## src/rtl/tva_pkg.sv

```systemverilog
package tva_pkg;

  typedef enum logic [1:0] {
    FMT_TILE8  = 2'd0,
    FMT_TILE16 = 2'd1,
    FMT_TILE32 = 2'd2,
    FMT_PAGE   = 2'd3
  } pixFmt_t;

  // Strobes from the control side to the datapath
  typedef struct packed {
    logic capture;
  } tvaStrobe_t;

  // Number of coordinate bits dropped per axis
  typedef struct packed {
    logic [5:0] xDrop;
    logic [5:0] yDrop;
  } fmtGeom_t;

  function automatic fmtGeom_t geomOf(input logic [1:0] fmtCode,
                                      input logic [5:0] wBits,
                                      input logic [5:0] hBits);
    fmtGeom_t g;
    unique case (pixFmt_t'(fmtCode))
      FMT_TILE8:  begin g.xDrop = 6'd0;  g.yDrop = 6'd0;  end
      FMT_TILE16: begin g.xDrop = 6'd0;  g.yDrop = 6'd1;  end
      FMT_TILE32: begin g.xDrop = 6'd1;  g.yDrop = 6'd1;  end
      default:    begin g.xDrop = wBits; g.yDrop = hBits; end
    endcase
    return g;
  endfunction

endpackage

```

## src/rtl/tva_ctrl.sv

```systemverilog
module tva_ctrl #(
  parameter bit REG_OUT = 1'b1
) (
  input  logic                clk,
  input  logic                rstN,
  input  logic                reqValid,
  output tva_pkg::tvaStrobe_t strobe,
  output logic                rspValid
);

  assign strobe.capture = reqValid;

  generate
    if (REG_OUT) begin : g_reg
      logic rspQ;
      always_ff @(posedge clk or negedge rstN) begin
        if (!rstN) rspQ <= 1'b0;
        else       rspQ <= reqValid;
      end
      assign rspValid = rspQ;
    end else begin : g_comb
      assign rspValid = reqValid;
    end
  endgenerate

endmodule

```

## src/rtl/tva_datapath.sv

```systemverilog
module tva_datapath #(
  parameter int WIDTH_BITS  = 14,
  parameter int HEIGHT_BITS = 13,
  parameter int COORD_W     = 16,
  parameter bit REG_OUT     = 1'b1,
  parameter int ADDR_W      = WIDTH_BITS + HEIGHT_BITS + 5
) (
  input  logic                clk,
  input  logic                rstN,
  input  tva_pkg::tvaStrobe_t strobe,
  input  logic [1:0]          fmt,
  input  logic [2:0]          orient,
  input  logic [COORD_W-1:0]  xIn,
  input  logic [COORD_W-1:0]  yIn,
  output logic [ADDR_W-1:0]   addr,
  output logic                inRange,
  output logic [ADDR_W-1:0]   stride
);
  import tva_pkg::*;

  localparam int FMT_LSB = WIDTH_BITS + HEIGHT_BITS;
  localparam logic [5:0] W6 = 6'(WIDTH_BITS);
  localparam logic [5:0] H6 = 6'(HEIGHT_BITS);
  localparam logic [ADDR_W-1:0] ONE = ADDR_W'(1);

  fmtGeom_t          geom;
  logic [5:0]        xBits, yBits, dropSum;
  logic [ADDR_W-1:0] xMask, yMask, xExt, yExt, xEff, yEff;
  logic [ADDR_W-1:0] offs, placed, tagBits;
  logic              rangeOk;
  logic [ADDR_W-1:0] addrC, strideC;

  always_comb begin
    geom    = geomOf(fmt, W6, H6);
    xBits   = W6 - geom.xDrop;
    yBits   = H6 - geom.yDrop;
    dropSum = geom.xDrop + geom.yDrop;
    xMask   = (ONE << xBits) - ONE;
    yMask   = (ONE << yBits) - ONE;
    xExt    = ADDR_W'(xIn);
    yExt    = ADDR_W'(yIn);
    rangeOk = (xExt <= xMask) && (yExt <= yMask);
    xEff    = orient[0] ? (xExt ^ xMask) : xExt;
    yEff    = orient[1] ? (yExt ^ yMask) : yExt;
    offs    = orient[2] ? ((xEff << yBits) + yEff) : ((yEff << xBits) + xEff);
    placed  = offs << dropSum;
    tagBits = ADDR_W'({orient, fmt}) << FMT_LSB;
    addrC   = rangeOk ? (tagBits | placed) : '0;
    strideC = orient[2] ? (ONE << (H6 + geom.xDrop)) : (ONE << (W6 + geom.yDrop));
  end

  generate
    if (REG_OUT) begin : g_reg
      logic [ADDR_W-1:0] addrQ, strideQ;
      logic              rangeQ;
      always_ff @(posedge clk or negedge rstN) begin
        if (!rstN) begin
          addrQ   <= '0;
          strideQ <= '0;
          rangeQ  <= 1'b0;
        end else if (strobe.capture) begin
          addrQ   <= addrC;
          strideQ <= strideC;
          rangeQ  <= rangeOk;
        end
      end
      assign addr    = addrQ;
      assign stride  = strideQ;
      assign inRange = rangeQ;
    end else begin : g_comb
      assign addr    = addrC;
      assign stride  = strideC;
      assign inRange = rangeOk;
    end
  endgenerate

endmodule

```

## src/rtl/tiled_view_addr.sv

```systemverilog
module tiled_view_addr #(
  parameter int WIDTH_BITS  = 14,
  parameter int HEIGHT_BITS = 13,
  parameter int COORD_W     = 16,
  parameter bit REG_OUT     = 1'b1,
  localparam int ADDR_W     = WIDTH_BITS + HEIGHT_BITS + 5
) (
  input  logic               clk,
  input  logic               rstN,
  input  logic               reqValid,
  input  logic [1:0]         fmt,
  input  logic [2:0]         orient,
  input  logic [COORD_W-1:0] xIn,
  input  logic [COORD_W-1:0] yIn,
  output logic               rspValid,
  output logic [ADDR_W-1:0]  addr,
  output logic               inRange,
  output logic [ADDR_W-1:0]  stride
);

  tva_pkg::tvaStrobe_t strobe;

  tva_ctrl #(.REG_OUT(REG_OUT)) u_ctrl (
    .clk      (clk),
    .rstN     (rstN),
    .reqValid (reqValid),
    .strobe   (strobe),
    .rspValid (rspValid)
  );

  tva_datapath #(
    .WIDTH_BITS  (WIDTH_BITS),
    .HEIGHT_BITS (HEIGHT_BITS),
    .COORD_W     (COORD_W),
    .REG_OUT     (REG_OUT),
    .ADDR_W      (ADDR_W)
  ) u_dp (
    .clk     (clk),
    .rstN    (rstN),
    .strobe  (strobe),
    .fmt     (fmt),
    .orient  (orient),
    .xIn     (xIn),
    .yIn     (yIn),
    .addr    (addr),
    .inRange (inRange),
    .stride  (stride)
  );

endmodule

```

## config.mk

```make
export PLATFORM = sky130hd
export DESIGN_NAME = tiled_view_addr
export DESIGN_NICKNAME = d
export VERILOG_FILES = /design/src/rtl/tva_pkg.sv /design/src/rtl/tva_ctrl.sv /design/src/rtl/tva_datapath.sv /design/src/rtl/tiled_view_addr.sv
export SDC_FILE = /design/constraint.sdc
export NUM_CORES = 1
export LEC_CHECK = 0
export ABC_AREA = 1
export BUFFER_PORTS_ARGS = -buffer_cell sky130_fd_sc_hd__buf_2
export CAP_MARGIN = 20
export CELL_PAD_IN_SITES_DETAIL_PLACEMENT = 1
export CELL_PAD_IN_SITES_GLOBAL_PLACEMENT = 1
export CORE_ASPECT_RATIO = 0.5
export CORE_UTILIZATION = 32
export CTS_CLUSTER_DIAMETER = 50
export CTS_CLUSTER_SIZE = 16
export DETAILED_ROUTE_END_ITERATION = 12
export HOLD_SLACK_MARGIN = 0.08
export PLACE_DENSITY = 0.71
export SYNTH_ARGS = -nofsm -noshare
export SYNTH_HDL_FRONTEND = slang
export SYNTH_SLANG_ARGS = --single-unit
```

## constraint.sdc

```tcl
create_clock -name clk -period 2.2 [get_ports clk]
set_input_delay 0 -clock clk [delete_from_list [all_inputs] [get_ports clk]]
set_output_delay 0 -clock clk [all_outputs]
set_load 0.02 [all_outputs]
```

==> flow_summary.json <==
{
  "synth_top_family_by_area": "simple AND/OR/NAND/NOR gates",
  "synthesized_flop_and_latch_total": 50,
  "clk_path_buf_depth": 2,
  "hold_path.class": "input port to asynchronous set/reset pin",
  "postSynth.topFlopCell": "sky130_fd_sc_hd__dfrtp_1",
  "synth_area_leaders": "sky130_fd_sc_hd__nand2_1 (25%), sky130_fd_sc_hd__dfrtp_1 (12%), sky130_fd_sc_hd__ha_1 (12%), sky130_fd_sc_hd__nand3_1 (11%), sky130_fd_sc_hd__inv_1 (10%)",
  "first_pass_iters": 7,
  "area_growth_syn_to_layout_pct": 80.6,
  "finish.instance_area_sq_um": 18900,
  "min_period_ns": 4.22,
  "dieArea_sq_um": 33400,
  "path_clk_slew_ns": 0.07,
  "violations_in_the_final_reports": "negative setup slack",
  "timing.final.crit_share_pct": 192,
  "worstPathMaxFanout": 4,
  "syn-cell-area_sq_um": 10400,
  "core_region_area_sq_um": 31900,
  "tritoncts.num_buffers": 5,
  "post_synth_mux_area_share_pct": 1.25,
  "detail_route.wirelength_mm": 88.5,
  "pre_cts_slack_ns": -1.93,
  "worst_path_max_delay_cell": "sky130_fd_sc_hd__nor2_1",
  "fp.dieH_microns": 130,
  "drt-initial-drc-count": 2608,
  "path_common_cell": "sky130_fd_sc_hd__nand2_1",
  "ctsHtreeMaxLevel": 2,
  "cp-end-kind": "flop",
  "floorplan.initialDensity_pct": 32.8,
  "layout.core_utilization_pct": 59.2,
  "yosys.area_share.simple_pct": 46.3,
  "port_buffer_count": 89,
  "synthesis.yosys.warnings": 0,
  "synth_seq_area_share_pct": 12.0,
  "ys_top_cells_by_count": "sky130_fd_sc_hd__nand2_1 (701), sky130_fd_sc_hd__inv_1 (281), sky130_fd_sc_hd__nand3_1 (235)",
  "ctsRootBufferMaster": "sky130_fd_sc_hd__clkbuf_16",
  "maxSlewViolCount": 0,
  "antenna_found_initial": 3,
  "worstMarginPinSlew_ns": 0.809,
  "status": "finished, violations left",
  "fin_worst_skew_ns": 0,
  "synth_enable_flop_cells": 0,
  "grt_pass1_vias": 17600,
  "routed_wire_length_per_instance_microns": 30.7,
  "cts_num_sinks": 50,
  "route.detailed.vias_per_inst": 6.47,
  "synth_top_area_share_pct": 25.2,
  "max_stage_delay_ns": 0.58,
  "power.density_cell_area_nw_per_um2": 489,
  "synth-adder-area-share_pct": 12.2,
  "max_freq_ghz": 0.237,
  "power.leakage_nw": 9.63,
  "synthCells": 1945,
  "drt.antenna.violating_nets": 0,
  "grt_pass1_wl_mm": 104,
  "relSlewSlack_pct": 45.5,
  "dp_hpwl_mm": 43.4,
  "synth_top_cell_by_area": "sky130_fd_sc_hd__nand2_1",
  "drive_above_1_share_pct": 50.9,
  "setup.worst_path.start_class": "input port",
  "timing.setup.critical_path_class": "input port to flop",
  "grt_remaining_overflow": 0,
  "syn_avg_cell_area_sq_um": 5.37,
  "die-width_microns": 258,
  "synthDistinctLibCells": 55,
  "yosysMostFrequentCell": "sky130_fd_sc_hd__nand2_1",
  "remaining_drc_errors": 0,
  "critical_path_arrival_ns": 4.41,
  "setup_violations": 33,
  "core.rowCount": 46,
  "grt_setup_unrepaired": "true",
  "fin_ws_ns": -2.02,
  "fin_tns_setup_ns": -53.32,
  "last_weighted_congestion_value_of_the_routability_driven_placer": 0.955,
  "synth_xor_area_share_pct": 0.599,
  "worst_ir_drop_vdd_mv": 0.332,
  "tritoncts_clock_tree": "yes",
  "complex_gate_fraction_of_the_synthesized_area_pct": 13.5,
  "num-nets-final": 2589,
  "finalHoldViolCount": 0,
  "track_usage_pct": 40.5,
  "fin_worst_hold_slack_ns": 0.352,
  "num_vias": 18700,
  "cp.required_ns": 2.39,
  "drv_cap": 0,
  "placed_cell_area_sq_um": 14300,
  "floorplan.io_pins": 106,
  "maximum_number_of_pins_on_one_net_before_global_route_repair": 51,
  "clock_network_latency_to_the_later_pin_of_the_worst_skew_pair_ns": 0.30,
  "async_flop_share_pct": 100
}
[path summary, 6_finish.rpt]
kind / startpoint / endpoint / slack [ns] / cells past startpoint
max: fmt[1] / u_dp.addr[26]$_DFFE_PN0P_ / -2.02 / 29
min: rstN / u_dp.inRange$_DFFE_PN0P_ / 0.35 / 3
max reg2reg: u_dp.addr[30]$_DFFE_PN0P_ / u_dp.addr[30]$_DFFE_PN0P_ / 1.36 / 3
min reg2reg: u_dp.addr[0]$_DFFE_PN0P_ / u_dp.addr[0]$_DFFE_PN0P_ / 0.49 / 2
max in group asynchronous: rstN / u_dp.addr[22]$_DFFE_PN0P_ / 1.39 / 3
min in group clk: fmt[0] / u_dp.stride[15]$_DFFE_PN0P_ / 0.40 / 6
[sequential cells by signal, summed over array words and instances (netlist names)]
name and cells:
u_dp.addr 32, u_ctrl.rspValid 1, u_dp.stride 16, u_dp.inRange 1
[report_power, final]
group / internal [W] / switching [W]
clock network: 0.000573 / 0.000380
registers: 0.000963 / 0.0000302
logic: 0.00273 / 0.00455
total: 0.00427 / 0.00496
[cell usage in the layout (no fill, tap or decap), types with 6 or more instances in the layout]
master and count:
sky130_fd_sc_hd__nand2_4 35, sky130_fd_sc_hd__buf_4 426, sky130_fd_sc_hd__inv_2 37, sky130_fd_sc_hd__buf_2 87
sky130_fd_sc_hd__ha_2 7, sky130_fd_sc_hd__ha_1 31, sky130_fd_sc_hd__a21oi_2 20, sky130_fd_sc_hd__nand3_4 32
sky130_fd_sc_hd__nand3_1 113, sky130_fd_sc_hd__buf_6 25, sky130_fd_sc_hd__nor2_1 69, sky130_fd_sc_hd__mux2i_4 11
sky130_fd_sc_hd__o21ai_0 45, sky130_fd_sc_hd__conb_1 16, sky130_fd_sc_hd__nand3b_1 10, sky130_fd_sc_hd__a21oi_1 44
sky130_fd_sc_hd__nand2_1 504, sky130_fd_sc_hd__nor2_2 38, sky130_fd_sc_hd__dfrtp_1 50, sky130_fd_sc_hd__o21ai_2 53
sky130_fd_sc_hd__o21ai_4 23, sky130_fd_sc_hd__o211ai_1 6, sky130_fd_sc_hd__nand3_2 96, sky130_fd_sc_hd__buf_12 16
sky130_fd_sc_hd__nor2_4 36, sky130_fd_sc_hd__ha_4 61, sky130_fd_sc_hd__nand4_1 14, sky130_fd_sc_hd__a21oi_4 14
sky130_fd_sc_hd__nand2_2 166, sky130_fd_sc_hd__o21ai_1 31, sky130_fd_sc_hd__inv_1 238
[metrics by stage]
| stage | power, W | instances |
|---|---|---|
| 2_1_floorplan | 0.00331 | 1960 |
| 5_1_grt | 0.00932 | 2881 |
| 6_report | 0.00923 | 2883 |
| 3_3_place_gp | 0.00523 | 2774 |
| 4_1_cts | 0.00737 | 2858 |
| 3_5_place_dp | 0.00533 | 2774 |
[area by class of cell]
class                   instances  area, sq um
clock buffers                   6          139
clock inverters                 2         38.8
repair inverters                1         8.76
multi-input cells            1543        11400
inverters                     287         1140
repair buffers                560         4350
fillers                      4063        13000
well taps                     432          541
flip-flops and latches         50         1250
diodes                          2         5.00
[repair_timing]
| action | in CTS | in global routing |
|---|---|---|
| hold endpoints to repair | 51 | 0 |
| gates resized for setup | 549 | 322 |
| gates cloned | 3 | 0 |
| hold buffers | 2 | 0 |
| setup buffers | 72 | 23 |
| pin swaps | 193 | 125 |
| setup endpoints to repair | 33 | 33 |
[per-layer routing]
| layer | track usage, % | part of all wire, % | vias to the layer above |
|---|---|---|---|
| met5 | 0 | 0.032 | - |
| met4 | 23.8 | 9.8 | 2 |
| met3 | 11.4 | 15 | 802 |
| met2 | 66.7 | 41 | 1810 |
| met1 | 47.8 | 34 | 8817 |
| li1 | - | - | 7221 |
[worst max-delay path: cells and delay by family]
family / cells / cell delay (ns)
AOI/OAI and AO/OA: 4 / 0.55
adders and majority gates: 3 / 0.91
buffers and inverters: 8 / 0.84
and+or+nand+nor: 14 / 2.11
[cell families (layout without fill, tap and decap cells)]
| group | count (synthesis) | after routing |
|---|---|---|
| AOI/OAI and AO/OA | 263 | 263 |
| adders and majority gates | 101 | 101 |
| and+or+nand+nor | 1145 | 1145 |
| muxes | 13 | 13 |
| xor gates and xnor gates | 5 | 5 |
| other | 1 | 18 |
| DFF | 50 | 50 |
| buffers and inverters | 367 | 856 |
(Power assumes the default switching activity.)
